`config.mk`:
```
export PLATFORM = sky130hd
export DESIGN_NAME = comm_seq_top
export DESIGN_NICKNAME = d
export VERILOG_FILES = /design/src/rtl/comm_seq_pkg.sv /design/src/rtl/comm_seq_ctrl.sv /design/src/rtl/comm_seq_datapath.sv /design/src/rtl/comm_seq_top.sv
export SDC_FILE = /design/constraint.sdc
export NUM_CORES = 1
export LEC_CHECK = 0
export ABC_AREA = 1
export BUFFER_PORTS_ARGS = -buffer_cell sky130_fd_sc_hd__buf_2
export CORE_MARGIN = 3
export CORE_UTILIZATION = 52
export DETAILED_ROUTE_END_ITERATION = 7
export HOLD_SLACK_MARGIN = 0.02
export PLACE_DENSITY = 0.75
export SYNTH_ARGS = -nofsm -noshare
export SYNTH_HDL_FRONTEND = slang
export SYNTH_SLANG_ARGS = --single-unit
```
`constraint.sdc`:
```
create_clock -name clk -period 2.1 [get_ports clk]
set_input_delay 0.525 -clock clk [delete_from_list [all_inputs] [get_ports clk]]
set_output_delay 0.525 -clock clk [all_outputs]
set_load 0.02 [all_outputs]
```
`src/rtl/comm_seq_pkg.sv`:
```
package comm_seq_pkg;
  localparam int PHASE_N = 3;
  localparam int SEL_W   = 2;
  localparam int STATE_W = 3;

  typedef enum logic [STATE_W-1:0] {
    ST_ALIGN = 3'd0,
    ST_A     = 3'd1,
    ST_B     = 3'd2,
    ST_C     = 3'd3,
    ST_D     = 3'd4,
    ST_E     = 3'd5,
    ST_F     = 3'd6,
    ST_SPARE = 3'd7
  } commState_t;

  typedef struct packed {
    logic       alignNow;
    commState_t nextState;
  } seqCmd_t;

  localparam logic [SEL_W-1:0] SEL_NONE = 2'd3;
endpackage

```
`src/rtl/comm_seq_ctrl.sv`:
```
module comm_seq_ctrl
  import comm_seq_pkg::*;
(
  input  logic    clk,
  input  logic    rst,
  input  logic    stepEn,
  input  logic    dirFwd,
  output seqCmd_t cmd
);
  commState_t stateQ, stateD;
  logic dirQ;

  function automatic commState_t stepFwd(commState_t s);
    return (s == ST_F) ? ST_A : commState_t'(s + 3'd1);
  endfunction

  function automatic commState_t stepRev(commState_t s);
    return (s == ST_A) ? ST_F : commState_t'(s - 3'd1);
  endfunction

  always_comb begin
    stateD = stateQ;
    if (rst) begin
      stateD = ST_ALIGN;
    end else begin
      case (stateQ)
        ST_ALIGN: if (stepEn) stateD = ST_A;
        ST_A, ST_B, ST_C, ST_D, ST_E, ST_F:
          if (stepEn) stateD = dirQ ? stepFwd(stateQ) : stepRev(stateQ);
        default: stateD = ST_ALIGN;
      endcase
    end
  end

  always_ff @(posedge clk) begin
    stateQ <= stateD;
    if (rst || stateQ == ST_ALIGN) dirQ <= dirFwd;
  end

  assign cmd.alignNow  = (stateD == ST_ALIGN);
  assign cmd.nextState = stateD;

  assert_align_exit_R2: assert property (@(posedge clk) disable iff (rst)
    (stateQ == ST_ALIGN && stepEn) |=> (stateQ == ST_A));

  assert_hold_R5: assert property (@(posedge clk) disable iff (rst)
    (!stepEn && stateQ != ST_SPARE) |=> $stable(stateQ));

  assert_dir_frozen_R6: assert property (@(posedge clk) disable iff (rst)
    (stateQ != ST_ALIGN) |=> $stable(dirQ));

  assert_run_step_R9: assert property (@(posedge clk) disable iff (rst)
    (stepEn && stateQ != ST_ALIGN && stateQ != ST_SPARE) |=> !$stable(stateQ));
endmodule

```
`src/rtl/comm_seq_datapath.sv`:
```
module comm_seq_datapath
  import comm_seq_pkg::*;
(
  input  logic               clk,
  input  logic               rst,
  input  seqCmd_t            cmd,
  output logic [PHASE_N-1:0] lowReq,
  output logic [PHASE_N-1:0] highReq,
  output logic [SEL_W-1:0]   senseSel
);
  localparam logic [PHASE_N-1:0] PH_A = 3'b001;
  localparam logic [PHASE_N-1:0] PH_B = 3'b010;
  localparam logic [PHASE_N-1:0] PH_C = 3'b100;

  logic [PHASE_N-1:0] lowD, highD;
  logic [SEL_W-1:0]   selD;

  always_comb begin
    lowD = PH_B; highD = PH_A | PH_C; selD = SEL_NONE;
    if (!cmd.alignNow) begin
      case (cmd.nextState)
        ST_A: begin lowD = PH_C; highD = PH_A; selD = 2'd1; end
        ST_B: begin lowD = PH_C; highD = PH_B; selD = 2'd0; end
        ST_C: begin lowD = PH_A; highD = PH_B; selD = 2'd2; end
        ST_D: begin lowD = PH_A; highD = PH_C; selD = 2'd1; end
        ST_E: begin lowD = PH_B; highD = PH_C; selD = 2'd0; end
        ST_F: begin lowD = PH_B; highD = PH_A; selD = 2'd2; end
        default: ;
      endcase
    end
  end

  always_ff @(posedge clk) begin
    lowReq   <= lowD;
    highReq  <= highD;
    senseSel <= selD;
  end

  assert_no_shoot_R7: assert property (@(posedge clk) disable iff (rst)
    (lowReq & highReq) == '0);

  assert_one_pair_R7: assert property (@(posedge clk) disable iff (rst)
    (senseSel != SEL_NONE) |-> ($countones(lowReq) == 1 && $countones(highReq) == 1));

  assert_float_sense_R8: assert property (@(posedge clk) disable iff (rst)
    (senseSel != SEL_NONE) |-> (((lowReq | highReq) & (3'b001 << senseSel)) == '0));
endmodule

```
`src/rtl/comm_seq_top.sv`:
```
module comm_seq_top
  import comm_seq_pkg::*;
(
  input  logic       clk,
  input  logic       rst,
  input  logic       stepEn,
  input  logic       dirFwd,
  output logic [2:0] lowReq,
  output logic [2:0] highReq,
  output logic [1:0] senseSel
);
  seqCmd_t cmd;

  comm_seq_ctrl u_ctrl (
    .clk(clk), .rst(rst), .stepEn(stepEn), .dirFwd(dirFwd), .cmd(cmd)
  );

  comm_seq_datapath u_dp (
    .clk(clk), .rst(rst), .cmd(cmd),
    .lowReq(lowReq), .highReq(highReq), .senseSel(senseSel)
  );
endmodule

```
==> run_results.csv <==
group,metric,value,unit
sta,fin_skew,0.007005,ns
die,die_area,0.001796,sq mm
pwr,power_density,889.7,mW/mm^2
die,die_h,42.38,microns
layout,final_common_cell,"nand2_1",
synth,yosys.area.top_type,"dfxtp_1",
cts,h-tree-depth,1,
global_routing,grt_pass1_vias,527,
sta,rsz0062_at_grt,"false",
routing,wl_met3,74,microns
place,placed_cells,120,
place,gp_congestion,0.8502,
global_routing,track_usage,17.76,%
sta,slew_violations,0,
pwr,p_clk_share,26.0,%
sta,fmaxAchievable,559.4,MHz
layout,stdcell_count,124,
sta,fin_hold_ws,0.4238,ns
synth,synth-seq-cells,12,
pwr,p_leak,0.4446,nW
sta,setup_ws,0.3123,ns
layout,n_antenna_cell,0,
routing,viasPerCell,4.839,
layout,nFillCells,99,
sta,slew-limit-headroom,83.69,%
routing,finalWirelength,1.364,mm
cts,post-cts-setup-buffer-count,0,
place,hpwlAfterDp,1.093,mm
global_routing,grt_pass1_wl,2.359,mm
synth,seq_area_frac_synth,36.36,%
synth,synth_warnings,0,
sta,timing.final.crit_share,85.13,%
routing,drc_errors,0,
cts,cts_tree,"yes",
critical_path,path_max_fanout,5,
sta,hold_viol,0,
critical_path,worstPathArrival,1.97,ns
status,outcome,"completed",
global_routing,grt-ovfl-total,0,
layout,multi_input_area,381.6,sq um
routing,vias,600,
cts,cts-hold-fix-buffers,0,
synth,synth_top_area_share,32.00,%
global_routing,antenna_found_initial,0,
synth,yosysUniqueCellTypes,19,
sta,worst_slew_pin_slew,0.2444,ns
pwr,combPwrFrac,34.5,%
routing,dr.pass1.iters,4,
routing,first_iter_violations,16,
place,dp_slack,0.3251,ns
run,drv_cap,0,
routing,drt-met1-wl,602,microns
pwr,switching_share,35.87,%
die,initial_core_util,58.76,%
cts,clkTransAtPathRegs,0.08,ns
critical_path,worstSetupStartpoint,"u_ctrl.stateQ[0]",
die,core.rowCount,12,
layout,drive_above_1_share,29.09,%
routing,ant_nets,0,
layout,syn2layout_area_growth,15.82,%
layout,final_cell_mix,"nand2_1 (29), inv_1 (11), buf_2 (11), dfxtp_1 (11), nor2_1 (10)",
die,ios,12,
sta,setup_viol,0,
hold_path,min_from,"dirFwd",
critical_path,reg2reg_from,"u_ctrl.stateQ[0]",
synth,syn-instance-count,95,
routing,wl_per_cell,11.00,microns
cts,root_buffer,"clkbuf_4",
pwr,p_int,0.4547,mW
global_routing,grt_start_max_net_pins,8,
cts,numCtsBuffers,3,
synth,syn-num-nets,104,
die,die_w,42.38,microns
layout,seqCellArea,250.2,sq um
cts,post_cts_resized,0,
hold_path,hold_class,"input port to flip-flop",
layout,nets,120,
pwr,switchingPower,0.2544,mW
synth,synth_area,688.2,sq um
place,place_area,760.7,sq um
layout,fin_area,797.0,sq um
cts,clkSinkCount,12,
critical_path,crit_path_end_kind,"flip-flop",
pwr,vdd_drop_max,0.5356,mV
routing,route.met2.wl,665,microns
cts,clk_latency,0.28,ns
synth,syn_avg_cell_area,7.244,sq um
synth,yosys-top-cells-area,"dfxtp_1 (32%), nand2_1 (16%), ha_1 (9.1%)",
sta,fin_tns_setup,0,ns
sta,period_needed,1.788,ns
place,port_buffers,11,
pwr,p_seq_share,39.5,%
routing,routed.top_layer,"met4",
critical_path,cp-start-kind,"flip-flop",
cts,clk_path_buf_depth,2,
critical_path,worstPathRequired,2.28,ns
critical_path,worstSetupPathType,"flip-flop to flip-flop",
die,core,0.001171,sq mm
[synthesized netlist by cell type]
master	count
o21ai_1	3
ha_1	5
edfxtp_1	1
xor2_1	1
nand3_1	3
nor2_1	10
o21ai_0	1
nand3_2	2
nand2_4	2
nand2_2	6
a21oi_2	1
inv_2	4
nand2_1	29
nand4_2	1
nand4_1	1
dfxtp_1	11
nor2_4	1
a21oi_1	2
inv_1	11
[sequential cells by signal, indices dropped and copies added, names as in the netlist]
signal / count
u_ctrl.dirQ: 1
u_ctrl.stateQ: 3
u_dp.highReq: 3
u_dp.lowReq: 3
u_dp.senseSel: 2
[critical path, cell delays in order (launching register included)]
cell and delay (ns):
dfxtp_1 0.37, inv_1 0.10, ha_1 0.22, ha_1 0.21, inv_1 0.09, nand4_2 0.14
nand2_1 0.16, nand2_4 0.09, nand2_1 0.09, nand2_2 0.06, nor2_4 0.10, nor2_1 0.05
[layer usage]
| layer | vias to the layer above | global-route usage (%) |
|---|---|---|
| li1 | 322 | - |
| met1 | 257 | 21.37 |
| met2 | 16 | 29.18 |
| met3 | 5 | 6.438 |
| met4 | 0 | 5.590 |
| met5 | - | 0 |
[layout make-up]
type	count	share of cell area, %
multi-input cells	68	47.88
flip-flops and latches	12	31.40
inverters	15	7.064
repair buffers	11	6.907
clock buffers	4	4.553
well taps	14	2.198
[logic make-up after synthesis]
family,synth area share (%)
XOR/XNOR,1.273
buffers and inverters,8.181
AO/OA/AOI/OAI,5.635
adder cells (fa/ha/maj),9.091
AND/OR/NAND/NOR,39.45
flip-flops,36.36
[stage by stage]
step           total power [mW]  util, %
6_report                 0.7091    68.06
5_1_grt                  0.7586    68.06
4_1_cts                  0.7117    68.06
3_5_place_dp             0.5280    64.96
3_3_place_gp             0.5211    64.96
2_1_floorplan            0.4668        -
[final timing paths]
check | to | slack [ns] | depth (start not counted)
setup / recovery | u_dp.lowReq[1] | 0.31 | 11
setup reg to reg | u_dp.lowReq[1] | 0.31 | 11
hold / removal | u_ctrl.dirQ | 0.42 | 1
hold reg to reg | u_ctrl.stateQ[0] | 0.79 | 4
[power groups by stage]
stage / clock [mW] / combinational, mW / sequential (mW)
finish: 0.184 / 0.245 / 0.280
global route: 0.200 / 0.275 / 0.284
CTS: 0.187 / 0.245 / 0.280
detailed placement: 0 / 0.242 / 0.286
global placement: 0 / 0.236 / 0.285
floorplan: 0 / 0.145 / 0.322
(Power assumes the default switching activity.)
